==> src/rtl/esusp_pkg.sv <==
package esusp_pkg;

  typedef enum logic [1:0] {
    OP_ERASE_SECTOR = 2'd0,
    OP_ERASE_CHIP   = 2'd1,
    OP_SUSPEND      = 2'd2,
    OP_RESUME       = 2'd3
  } cmdOp_e;

  typedef enum logic [1:0] {
    ST_IDLE    = 2'd0,
    ST_RUN     = 2'd1,
    ST_PENDING = 2'd2,
    ST_HELD    = 2'd3
  } eraseSt_e;

  // strobes from control to datapath
  typedef struct packed {
    logic loadTarget;  // capture erase target this edge
    logic loadChip;    // captured erase is a chip erase
    logic busy;        // erase running or pausing
    logic held;        // erase suspended
  } ctlStrobe_t;

endpackage

==> src/rtl/esusp_ctrl.sv <==
module esusp_ctrl
  import esusp_pkg::*;
#(
  parameter int SUSP_LAT = 3000
) (
  input  logic       clk,
  input  logic       rstN,
  input  logic       cmdValid,
  input  logic [1:0] cmdOp,
  input  logic       eraseDone,
  input  logic       resumeMatch,
  output ctlStrobe_t strobe,
  output logic       eraseGo,
  output logic       pauseCmd,
  output logic       resumeCmd
);

  localparam int CNT_W = (SUSP_LAT > 1) ? $clog2(SUSP_LAT) : 1;
  localparam logic [CNT_W-1:0] CNT_LAST = CNT_W'(SUSP_LAT - 1);

  eraseSt_e         stQ, stNext;
  logic [CNT_W-1:0] cntQ, cntNext;
  logic             goNext, pauseNext, resNext, loadT, loadC;
  cmdOp_e           op;

  always_comb begin
    op        = cmdOp_e'(cmdOp);
    stNext    = stQ;
    cntNext   = cntQ;
    goNext    = 1'b0;
    pauseNext = 1'b0;
    resNext   = 1'b0;
    loadT     = 1'b0;
    loadC     = 1'b0;
    case (stQ)
      ST_IDLE: begin
        if (cmdValid && (op == OP_ERASE_SECTOR || op == OP_ERASE_CHIP)) begin
          stNext = ST_RUN;
          goNext = 1'b1;
          loadT  = 1'b1;
          loadC  = (op == OP_ERASE_CHIP);
        end
      end
      ST_RUN: begin
        if (eraseDone) begin
          stNext = ST_IDLE;               // completion beats a suspend
        end else if (cmdValid && op == OP_SUSPEND) begin
          stNext    = ST_PENDING;
          cntNext   = '0;
          pauseNext = 1'b1;
        end
      end
      ST_PENDING: begin
        if (eraseDone) begin
          stNext = ST_IDLE;
        end else if (cntQ == CNT_LAST) begin
          stNext = ST_HELD;
        end else begin
          cntNext = cntQ + CNT_W'(1);
        end
      end
      ST_HELD: begin
        if (cmdValid && op == OP_RESUME && resumeMatch) begin
          stNext  = ST_RUN;
          resNext = 1'b1;
        end
      end
      default: stNext = ST_IDLE;
    endcase
  end

  always_ff @(posedge clk or negedge rstN) begin
    if (!rstN) begin
      stQ       <= ST_IDLE;
      cntQ      <= '0;
      eraseGo   <= 1'b0;
      pauseCmd  <= 1'b0;
      resumeCmd <= 1'b0;
    end else begin
      stQ       <= stNext;
      cntQ      <= cntNext;
      eraseGo   <= goNext;
      pauseCmd  <= pauseNext;
      resumeCmd <= resNext;
    end
  end

  always_comb begin
    strobe.loadTarget = loadT;
    strobe.loadChip   = loadC;
    strobe.busy       = (stQ == ST_RUN) || (stQ == ST_PENDING);
    strobe.held       = (stQ == ST_HELD);
  end

  // a start pulse only follows an idle cycle and leaves the block busy
  a_r2_go_from_idle: assert property (@(posedge clk) disable iff (!rstN)
    eraseGo |-> (strobe.busy && $past(stQ == ST_IDLE)));

  // a pause pulse always coincides with the pause window
  a_r3_pause_in_window: assert property (@(posedge clk) disable iff (!rstN)
    pauseCmd |-> (stQ == ST_PENDING));

  // the pause window counter stays inside its bound
  a_r3_wait_bounded: assert property (@(posedge clk) disable iff (!rstN)
    (stQ == ST_PENDING) |-> (cntQ <= CNT_LAST));

  // suspension is only entered from the pause window
  a_r3_held_entry: assert property (@(posedge clk) disable iff (!rstN)
    $rose(strobe.held) |-> $past(stQ == ST_PENDING));

  // a continue pulse follows a held cycle and the erase runs again
  a_r5_resume_from_held: assert property (@(posedge clk) disable iff (!rstN)
    resumeCmd |-> ($past(stQ == ST_HELD) && stQ == ST_RUN));

endmodule

==> src/rtl/esusp_dp.sv <==
module esusp_dp
  import esusp_pkg::*;
#(
  parameter int ADDR_W      = 20,
  parameter int PLANE_BITS  = 2,
  parameter int SECTOR_BITS = 4
) (
  input  logic                              clk,
  input  logic                              rstN,
  input  ctlStrobe_t                        strobe,
  input  logic [ADDR_W-1:0]                 cmdAddr,
  input  logic [2**(PLANE_BITS+SECTOR_BITS)-1:0] lockMap,
  input  logic                              reqValid,
  input  logic [ADDR_W-1:0]                 reqAddr,
  input  logic                              reqProgram,
  output logic                              resumeMatch,
  output logic                              reqGrant,
  output logic                              reqStatus,
  output logic [PLANE_BITS-1:0]             suspPlane,
  output logic                              suspChip
);

  localparam int SID_W = PLANE_BITS + SECTOR_BITS;
  localparam int LOW_W = ADDR_W - SID_W;

  logic [SID_W-1:0]      tgtSid, reqSid, cmdSid;
  logic                  tgtChip;
  logic [PLANE_BITS-1:0] tgtPlane, reqPlane, cmdPlane;
  logic                  inSector, samePlane, isLocked;
  logic                  unusedLow;

  assign cmdSid    = cmdAddr[ADDR_W-1 -: SID_W];
  assign reqSid    = reqAddr[ADDR_W-1 -: SID_W];
  assign cmdPlane  = cmdAddr[ADDR_W-1 -: PLANE_BITS];
  assign reqPlane  = reqAddr[ADDR_W-1 -: PLANE_BITS];
  assign tgtPlane  = tgtSid[SID_W-1 -: PLANE_BITS];
  assign unusedLow = ^{cmdAddr[LOW_W-1:0], reqAddr[LOW_W-1:0]};

  always_ff @(posedge clk or negedge rstN) begin
    if (!rstN) begin
      tgtSid  <= '0;
      tgtChip <= 1'b0;
    end else if (strobe.loadTarget) begin
      tgtSid  <= cmdSid;
      tgtChip <= strobe.loadChip;
    end
  end

  assign resumeMatch = tgtChip || (cmdPlane == tgtPlane);
  assign inSector    = (reqSid == tgtSid);
  assign samePlane   = (reqPlane == tgtPlane);
  assign isLocked    = lockMap[reqSid];

  always_comb begin
    reqGrant  = 1'b0;
    reqStatus = 1'b0;
    if (reqValid) begin
      if (strobe.busy) begin
        if (tgtChip || inSector) begin
          reqGrant  = !reqProgram;
          reqStatus = !reqProgram;
        end else begin
          reqGrant  = !samePlane;
        end
      end else if (strobe.held) begin
        if (tgtChip) begin
          reqGrant  = !reqProgram;
          reqStatus = !reqProgram && !isLocked;
        end else if (inSector) begin
          reqGrant  = !reqProgram;
          reqStatus = !reqProgram;
        end else begin
          reqGrant  = 1'b1;
        end
      end else begin
        reqGrant = 1'b1;
      end
    end
  end

  assign suspPlane = (strobe.held && !tgtChip) ? tgtPlane : '0;
  assign suspChip  = strobe.held && tgtChip;

  // no grant or status without a request
  a_r12_quiet: assert property (@(posedge clk) disable iff (!rstN)
    !reqValid |-> (!reqGrant && !reqStatus));

  // status data is only ever returned on a granted read
  a_r8_status_is_read: assert property (@(posedge clk) disable iff (!rstN)
    reqStatus |-> (reqGrant && !reqProgram));

  // no program reaches the sector under erase
  a_r8_target_program_refused: assert property (@(posedge clk) disable iff (!rstN)
    (reqValid && reqProgram && (strobe.busy || strobe.held) && !tgtChip && inSector)
      |-> !reqGrant);

  // the other plane stays open while a sector erase runs
  a_r7_other_plane_open: assert property (@(posedge clk) disable iff (!rstN)
    (reqValid && strobe.busy && !tgtChip && !samePlane) |-> (reqGrant && !reqStatus));

  // a suspended chip erase hides array data of unlocked sectors
  a_r11_unlocked_hidden: assert property (@(posedge clk) disable iff (!rstN)
    (reqValid && !reqProgram && suspChip && !isLocked) |-> reqStatus);

endmodule

==> src/rtl/erase_suspend_ctl.sv <==
module erase_suspend_ctl
  import esusp_pkg::*;
#(
  parameter int ADDR_W      = 20,
  parameter int PLANE_BITS  = 2,
  parameter int SECTOR_BITS = 4,
  parameter int SUSP_LAT    = 3000
) (
  input  logic                                   clk,
  input  logic                                   rstN,
  input  logic                                   cmdValid,
  input  logic [1:0]                             cmdOp,
  input  logic [ADDR_W-1:0]                      cmdAddr,
  input  logic                                   eraseDone,
  input  logic [2**(PLANE_BITS+SECTOR_BITS)-1:0] lockMap,
  input  logic                                   reqValid,
  input  logic [ADDR_W-1:0]                      reqAddr,
  input  logic                                   reqProgram,
  output logic                                   reqGrant,
  output logic                                   reqStatus,
  output logic                                   suspended,
  output logic [PLANE_BITS-1:0]                  suspPlane,
  output logic                                   suspChip,
  output logic                                   eraseGo,
  output logic                                   pauseCmd,
  output logic                                   resumeCmd
);

  ctlStrobe_t strobe;
  logic       resumeMatch;

  esusp_ctrl #(.SUSP_LAT(SUSP_LAT)) uCtrl (
    .clk         (clk),
    .rstN        (rstN),
    .cmdValid    (cmdValid),
    .cmdOp       (cmdOp),
    .eraseDone   (eraseDone),
    .resumeMatch (resumeMatch),
    .strobe      (strobe),
    .eraseGo     (eraseGo),
    .pauseCmd    (pauseCmd),
    .resumeCmd   (resumeCmd)
  );

  esusp_dp #(
    .ADDR_W      (ADDR_W),
    .PLANE_BITS  (PLANE_BITS),
    .SECTOR_BITS (SECTOR_BITS)
  ) uDp (
    .clk         (clk),
    .rstN        (rstN),
    .strobe      (strobe),
    .cmdAddr     (cmdAddr),
    .lockMap     (lockMap),
    .reqValid    (reqValid),
    .reqAddr     (reqAddr),
    .reqProgram  (reqProgram),
    .resumeMatch (resumeMatch),
    .reqGrant    (reqGrant),
    .reqStatus   (reqStatus),
    .suspPlane   (suspPlane),
    .suspChip    (suspChip)
  );

  assign suspended = strobe.held;

endmodule

==> config.mk <==
export PLATFORM = sky130hd
export DESIGN_NAME = erase_suspend_ctl
export DESIGN_NICKNAME = d
export VERILOG_FILES = /design/src/rtl/esusp_pkg.sv /design/src/rtl/esusp_ctrl.sv /design/src/rtl/esusp_dp.sv /design/src/rtl/erase_suspend_ctl.sv
export SDC_FILE = /design/constraint.sdc
export NUM_CORES = 1
export LEC_CHECK = 0
export ABC_AREA = 1
export CAP_MARGIN = 20
export CORE_MARGIN = 4
export CORE_UTILIZATION = 42
export DETAILED_ROUTE_END_ITERATION = 12
export PLACE_DENSITY_LB_ADDON = 0.08
export SLEW_MARGIN = 5
export SYNTH_ARGS = -nofsm -noshare
export SYNTH_HDL_FRONTEND = slang
export SYNTH_SLANG_ARGS = --single-unit
==> constraint.sdc <==
create_clock -name clk -period 5 [get_ports clk]
set_input_delay 1.5 -clock clk [delete_from_list [all_inputs] [get_ports clk]]
set_output_delay 1.5 -clock clk [all_outputs]
set_load 0.1 [all_outputs]
# After elaboration in Yosys (flattened, before gate mapping)
# Index checks and enable logic that the tools add are counted.
dict set report totals {
  latch_bits 0
  in_bits 112
  romBits 0
  word_cells 83
  mem_bits_rw 0
  output_inout_bits 9
  ff_bits 24
  n_memories 0
}
dict set report classes {
  muxes 36
  n_mul 0
  shifts 0
  eq_ne 18
  order_cmp 1
  addsub 1
  n_bitwise 0
  div_mod_pow 0
  n_reduce_logical 20
}
# cell count
set ops {}
lappend ops {{12-bit 2-to-1 mux} 4}
lappend ops {{12-bit case mux with 2 select lines} 1}
lappend ops {{1-bit 2-to-1 mux} 22}
lappend ops {{2-bit 2-to-1 mux} 7}
lappend ops {{12-bit by 1-bit adder with 12-bit output (second input constant)} 1}
lappend ops {{12-bit == test (second input constant)} 1}
lappend ops {{2-bit == test (second input constant)} 4}
lappend ops {{2-bit case mux with 4 select lines} 1}
lappend ops {{1-bit logical AND} 7}
lappend ops {{6-bit by 7-bit < comparator with 1-bit output (second input constant)} 1}
lappend ops {{1-bit binary-select mux with 6-bit select} 1}
lappend ops {{6-bit == test} 1}
lappend ops {{2-bit by 1-bit != test with 1-bit output (second input constant)} 3}
lappend ops {{2-bit != test (second input constant)} 3}
lappend ops {{3-bit by 2-bit != test with 1-bit output (second input constant)} 2}
lappend ops {{5-bit AND reduction} 1}
lappend ops {{2-bit by 1-bit == test with 1-bit output (second input constant)} 2}
lappend ops {{2-bit == test} 2}
lappend ops {{1-bit zero test} 4}
lappend ops {{2-bit zero test} 2}
lappend ops {{1-bit logical OR} 4}
lappend ops {{4-bit AND reduction} 1}
lappend ops {{2-bit nonzero test} 1}

# Logic depth before layout (Yosys ltp)
# Gate-level depths: netlist (run 1).
dict set report logic_depth {
  depth_word 8
  mapped_depth 12
  ltp_nobuf 11
}

# Hierarchy
# A second synthesis (run 1) with hierarchy kept.
dict set report unflattened {
  hier_cells 371
  area_unflattened_um2 2297.2
}
# mod area_each_um2 seq_area_each_um2 instances cells_per_inst
set modules_own_cells {}
lappend modules_own_cells {esusp_ctrl 1167.4 425.4 1 171}
lappend modules_own_cells {esusp_dp 1129.8 175.2 1 200}

# Least setup slack after synthesis (run 1)
# No wires, ideal clock.
dict set report synth_timing {
  kind {input to output}
  startpoint {input reqAddr[14]}
  endpoint {output reqStatus}
  arrival_time_ns 3.785
  cell_stages 11
  path_buffers 2
  required_time_ns 3.500
  slack_ns -0.285
  path_cell_list {buf_4 buf_2 nand2_1 nand3_1 nand3_1 nand3_1 nand2_1 nand2_1 nand3_1 nand3_1 a21oi_1}
}
dict set report synth_via {
  elab_chain_len 8
  elab_cells_between_ends 12
  classes_between {eq/ne: 1; mux: 8; reduce/logical: 3}
}
# element line
set synth_lines {}
lappend synth_lines {{from (decl)} erase_suspend_ctl.sv:17} ;# input logic [ADDR_W-1:0] reqAddr,
lappend synth_lines {{1-bit binary-select mux with 6-bit select} esusp_dp.sv:52} ;# assign isLocked = lockMap[reqSid];
lappend synth_lines {{1-bit 2-to-1 mux (implied by the code)} esusp_dp.sv:52}
lappend synth_lines {{1-bit zero test} esusp_dp.sv:68} ;# reqStatus = !reqProgram && !isLocked;
lappend synth_lines {{1-bit logical AND} esusp_dp.sv:68}
lappend synth_lines {{1-bit 2-to-1 mux} esusp_dp.sv:66} ;# if (tgtChip) begin
lappend synth_lines {{1-bit 2-to-1 mux} esusp_dp.sv:65} ;# end else if (strobe.held) begin
lappend synth_lines {{1-bit 2-to-1 mux (*)} esusp_dp.sv:58} ;# if (strobe.busy) begin
lappend synth_lines {{1-bit 2-to-1 mux (*)} esusp_dp.sv:57} ;# if (reqValid) begin
lappend synth_lines {{to (decl)} erase_suspend_ctl.sv:20} ;# output logic reqStatus,
# Every way passes the cells marked *; elsewhere a longest branch is shown, timed or not. The select of a mux whose other input is x is not followed.

# Worst setup path after layout (run 1)
dict set report layout_timing {
  startpoint {input reqAddr[15]}
  endpoint {output reqStatus}
}
# The elaborated chain is that of the path after synthesis.

==> results.sh, run 1 <==
export IMPL_synth_simple_gate_area_share_pct=46.9
export IMPL_post_drt_wl_per_cell_um=13.1
export IMPL_drive_above_1_share_pct=5.84
export IMPL_hold_violations=0
export IMPL_cts_sinks=24
export IMPL_slew_violations=0
export IMPL_crit_type="in -> out"
export IMPL_end_kind="primary output"
export IMPL_synth_distinct_cells=26
export IMPL_rrSetupSlack_ns=2.83
export IMPL_grt_max_degree=34
export IMPL_synthCells=339
export IMPL_maxSlewHeadroom_pct=34.8
export IMPL_setup_viol=0
export IMPL_row_count=25
export IMPL_grt_met2_usage_pct=36.5
export IMPL_postSynthAreaPerCell_um2=6.29
export IMPL_cts_inserted_buffers=3
export IMPL_die_x_um=79.3
export IMPL_synth_nets=456
export IMPL_grt_pass1_vias=2366
export IMPL_firstDrtPassIters=4
export IMPL_cap_violations=0
export IMPL_crit_fanout=16
export IMPL_powerDensity_nw_per_um2=281
export IMPL_grt_antenna_before_repair=0
export IMPL_power_uw=902
export IMPL_synth_commonest_cells="nand2_1, nand3_1, inv_1, dfrtp_1"
export IMPL_ys_seq_area_share_pct=28.2
export IMPL_cp_required_ns=3.50
export IMPL_antennaDiodeCount=0
export IMPL_endpoint="reqStatus"
export IMPL_grt_total_usage_pct=21.2
export IMPL_synth_compound_area_share_pct=6.86
export IMPL_worstMarginPinSlew_ns=0.975
export IMPL_die_h_um=79.3
export IMPL_num_vias=2528
export IMPL_r2r_start="uCtrl.stQ[0]"
export IMPL_start_util_pct=44.3
export IMPL_coreArea_um2=4820
export IMPL_crit_path_start_kind="input pin"
export IMPL_worst_clock_skew_ns=0.0106
export IMPL_yosysMostFrequentCell="nand2_1"
export IMPL_clk_latency_ns=0.27
export IMPL_grt_overflow=0
export IMPL_groute_layer_met1_usage_pct=28.4
export IMPL_netlist_area_leader_share_pct=28.2
export IMPL_ys_warn_count=0
export IMPL_netlist_area_um2=2130
export IMPL_synth_edf_count=0
export IMPL_htreeDepth=1
export IMPL_worstPathArrival_ns=3.33
export IMPL_peakVddDrop_uv=206
export IMPL_tritoncts="yes"
export IMPL_synth_ff_type="dfrtp_1"
export IMPL_synth_top_family_by_area="simple AND/OR/NAND/NOR gates"
export IMPL_rsz0062_at_grt="false"
export IMPL_synth_largest_area_cell="dfrtp_1"
export IMPL_cts_resized=0
export IMPL_synthArstFlopShare_pct=100
export IMPL_syn2layout_area_growth_pct=50.2
export IMPL_worstRegToRegCells=11
export IMPL_synthXorXnorAreaFrac_pct=4.11
export IMPL_tns_ns=0
export IMPL_gp_congestion=0.884
export IMPL_dp_hpwl_um=5120
export IMPL_cts_setup_buffers=0
export IMPL_period_share_pct=96.7
export IMPL_drcViolationCount=0
export IMPL_dieArea_um2=6280
export IMPL_wl_um=6460
export IMPL_port_buffers=92
export IMPL_busiest_layer="met2"
export IMPL_detail_route_antenna_nets=0
export IMPL_cts_max_path_buffers=2
export IMPL_pin_count=121
export IMPL_synthAdderAreaFrac_pct=2.93
export IMPL_synth_seq_cells=24
export IMPL_vias_per_cell=5.11
export IMPL_reg2reg_to="uCtrl.cntQ[7]"
export IMPL_first_iter_violations=131
export IMPL_power_leakage_nw=1.43
export IMPL_cts_root_buffer="clkbuf_8"
export IMPL_synth_area_leaders="dfrtp_1, nand2_1, nand3_1, inv_1, xor2_1"
export IMPL_status="finished clean"
export IMPL_hold_buffers=0
export IMPL_path_clk_slew_ns=0.08
export IMPL_use_met3_pct=3.97
export IMPL_synth_mux_area_share_pct=0
export IMPL_worstHoldPathType="reg -> reg"
export IMPL_worstSetupStartpoint="reqAddr[15]"
export IMPL_min_period_ns=4.83
export IMPL_max_freq_mhz=207
export IMPL_grt_pass1_wl_um=10900
export IMPL_final_nets=546
cell usage in the layout (no fill, tap or decap), types with 2 or more instances in the layout:
cell	Yosys	routed
nand3_1	74	74
nor3_1	7	7
a21oi_2	1	2
buf_4	3	4
o21ai_1	13	13
inv_2	4	3
a21oi_1	6	5
inv_1	30	30
clkbuf_8	0	3
nor2_1	13	13
o21ai_0	5	5
xor2_1	10	10
nand4_1	5	5
ha_1	5	5
nand2_1	118	118
buf_12	0	2
clkdlybuf4s50_1	0	90
nor3_2	3	3
dfrtp_1	24	24
worst min path at each step:
stage             startpoint            end  slack, ns  depth (start not counted)
2_1_floorplan  uDp.tgtSid[0]  uDp.tgtSid[0]       0.47                          2
3_3_place_gp   uDp.tgtSid[2]  uDp.tgtSid[2]       0.48                          2
5_1_grt        uDp.tgtSid[2]  uDp.tgtSid[2]       0.54                          2
4_1_cts        uDp.tgtSid[1]  uDp.tgtSid[1]       0.52                          2
3_5_place_dp   uDp.tgtSid[1]  uDp.tgtSid[1]       0.50                          2
6_report       uDp.tgtSid[1]  uDp.tgtSid[1]       0.51                          2
stage by stage:
| step | hold WS [ns] | utilization, % | worst slack [ns] | cell area, um2 | cells |
|---|---|---|---|---|---|
| after floorplan | 0.468 | - | 0.242 | 2140 | 339 |
| after global placement | 0.484 | 64.3 | 0.181 | 3100 | 490 |
| after detailed placement | 0.496 | 64.8 | 0.135 | 3120 | 491 |
| after CTS | 0.517 | 66.3 | 0.127 | 3190 | 495 |
| after global routing | 0.539 | 66.5 | 0.00796 | 3200 | 495 |
| final | 0.515 | 66.5 | 0.166 | 3200 | 495 |
worst max-delay path, cell delays in order:
cell	delay, ns
clkdlybuf4s50_1	0.51
inv_2	0.31
nand3_1	0.13
nand3_1	0.13
nand3_1	0.09
nand2_1	0.07
nand2_1	0.05
nand3_1	0.07
nand3_1	0.08
a21oi_2	0.18
buf_12	0.19
per-layer routing:
layer  up-vias  wire [um]
met5         -          0
met4         0         44
met3         4        374
met2        80       3060
met1      1162       2990
li1       1282          -
flip-flops by register name (all words and copies together) (netlist names):
register / flops
uCtrl.resumeCmd: 1
uCtrl.eraseGo: 1
uCtrl.cntQ: 12
uDp.tgtChip: 1
uCtrl.pauseCmd: 1
uCtrl.stQ: 2
uDp.tgtSid: 6
final cells by class:
type                            count  area, um2
Timing Repair Buffer               98       1010
Sequential cell                    24        601
Fill cell                         473       1610
Tap cell                           67       83.8
Clock buffer                        3       41.3
Inverter                           35        134
Multi-Input combinational cell    267       1300
Clock inverter                      1       30.0
power breakdown:
part / total, mW / internal (mW) / switching (mW)
Combinational: 0.444 / 0.177 / 0.267
Clock: 0.172 / 0.107 / 0.0652
Sequential: 0.285 / 0.244 / 0.0407
logic make-up after synthesis:
group                      Yosys count
adders and majority gates            5
AOI/OAI and AO/OA                   27
DFF                                 24
xor gates and xnor gates            10
buffers and inverters               48
and+or+nand+nor                    225
No activity file was read; power rests on OpenSTA's default activity.
==> run 2, diff against run 1 <==
- CAP_MARGIN: 20 -> default
- CORE_UTILIZATION: 42 -> 35
- clock period: 5 -> 4.3 ns (I/O delays scaled with it)
==> results.sh, run 2 (synthesis gave the netlist of run 1 again) <==
export IMPL_reg2reg_to="uCtrl.cntQ[7]"
export IMPL_grt_antenna_before_repair=0
export IMPL_peakVddDrop_uv=266
export IMPL_die_x_um=86.1
export IMPL_tritoncts="yes"
export IMPL_port_buffers=92
export IMPL_slew_violations=0
export IMPL_first_iter_violations=129
export IMPL_status="finished clean"
export IMPL_cts_root_buffer="clkbuf_8"
export IMPL_drcViolationCount=0
export IMPL_whs_ns=0.507
export IMPL_whs_endpoint="uDp.tgtSid[2]"
export IMPL_grt_total_usage_pct=18.1
export IMPL_syn2layout_area_growth_pct=51.7
export IMPL_antennaDiodeCount=0
export IMPL_grt_pass1_wl_um=11000
export IMPL_setup_slack_ns=0.153
export IMPL_cap_violations=0
export IMPL_power_mw=1.01
export IMPL_worstPathArrival_ns=2.86
export IMPL_num_vias=2429
export IMPL_final_nets=549
export IMPL_rrSetupSlack_ns=2.17
export IMPL_crit_path_start_kind="input pin"
export IMPL_post_drt_wl_per_cell_um=12.7
export IMPL_largest_reg_flops=12
export IMPL_clk_latency_ns=0.27
export IMPL_drive_above_1_share_pct=8.12
export IMPL_worstRegToRegCells=11
export IMPL_maxSlewHeadroom_pct=29.8
export IMPL_grt_max_degree=34
export IMPL_path_clk_slew_ns=0.09
export IMPL_fin_area_um2=3240
export IMPL_crit_type="in -> out"
export IMPL_pin_count=121
export IMPL_vias_per_cell=4.80
export IMPL_period_share_pct=96.5
export IMPL_pre_cts_ws_ns=-0.135
export IMPL_die_h_um=86.1
export IMPL_placed_cells=502
export IMPL_detail_route_antenna_nets=0
export IMPL_hold_violations=0
export IMPL_dpl_instance_area_um2=3150
export IMPL_cts_sinks=24
export IMPL_holdPathStages=2
export IMPL_grt_overflow=0
export IMPL_worstMarginPinSlew_ns=1.05
export IMPL_tns_ns=0
export IMPL_htreeDepth=1
export IMPL_worst_clock_skew_ns=0.00584
export IMPL_regMostFlops="uCtrl.cntQ"
export IMPL_dp_hpwl_um=5100
export IMPL_wl_um=6420
export IMPL_final_core_util_pct=54.6
export IMPL_final_common_cell="nand2_1"
export IMPL_gp_congestion=0.825
export IMPL_end_kind="primary output"
export IMPL_r2r_start="uCtrl.stQ[0]"
export IMPL_worstHoldPathType="reg -> reg"
export IMPL_setup_viol=0
export IMPL_start_util_pct=36.0
export IMPL_hold_start="uDp.tgtSid[2]"
export IMPL_dieArea_um2=7410
export IMPL_hold_buffers=0
export IMPL_fin_cells=506
export IMPL_cp_required_ns=3.01
export IMPL_crit_fanout=33
export IMPL_cts_inserted_buffers=3
export IMPL_row_count=28
export IMPL_power_leakage_nw=1.47
export IMPL_firstDrtPassIters=4
export IMPL_final_cell_mix="nand2_1, clkdlybuf4s50_1, nand3_1, inv_1, dfrtp_1"
export IMPL_cts_max_path_buffers=2
export IMPL_powerDensity_nw_per_um2=313
export IMPL_largestRegisters="uCtrl.cntQ: 12 flops, uDp.tgtSid: 6 flops, uCtrl.stQ: 2 flops"
export IMPL_coreArea_um2=5920
export IMPL_max_freq_mhz=241
export IMPL_rsz0062_at_grt="false"
export IMPL_min_period_ns=4.15
export IMPL_grt_pass1_vias=2360
[run 2: critical path: stages]
cell and delay (ns):
clkdlybuf4s15_1 0.27, buf_12 0.22, nand2_1 0.06, nand3_1 0.07, nand3_1 0.14, nand3_1 0.09
nand2_1 0.09, nand2_1 0.05, nand3_1 0.07, nand3_1 0.12, a21oi_4 0.18, buf_12 0.19
[run 2: final cells by class]
type,count,area (um2)
fill,604,2690
clock buffer,4,55.1
inverter,35,136
multi-input combinational,267,1320
sequential,24,601
tap,75,93.8
timing repair buffer,101,1030
[run 2: worst max-delay path by stage]
stage | start | endpoint | slack (ns) | depth (start not counted)
floorplan | reqAddr[14] | reqStatus | 0.27 | 11
global placement | reqAddr[15] | reqStatus | -0.12 | 11
detailed placement | reqAddr[15] | reqStatus | -0.13 | 11
CTS | reqAddr[17] | reqStatus | 0.05 | 10
global route | reqAddr[15] | reqStatus | 0.01 | 12
finish | reqAddr[14] | reqStatus | 0.15 | 12
[run 2: power by group]
part	total, mW	leakage, nW	switching, mW	internal, mW
Combinational	0.525	1.12	0.312	0.213
Sequential	0.334	0.318	0.0497	0.284
Clock	0.154	0.0288	0.0721	0.0817
Total	1.01	1.47	0.434	0.578
[run 2: routing by layer]
layer,GRT usage [%],routed length [um],vias to the layer above,share of wire (%)
met3,3.94,435,6,6.8
met2,29.9,2960,61,46
met1,24.6,2960,1073,46
met5,0,0,-,0
li1,-,-,1289,-
met4,2.73,63,0,0.98
[run 2: what timing repair did]
action,CTS,global route
buffers inserted,0,0
endpoints found under the setup margin,2,2
pin swaps,0,0
gates resized for setup,7,9
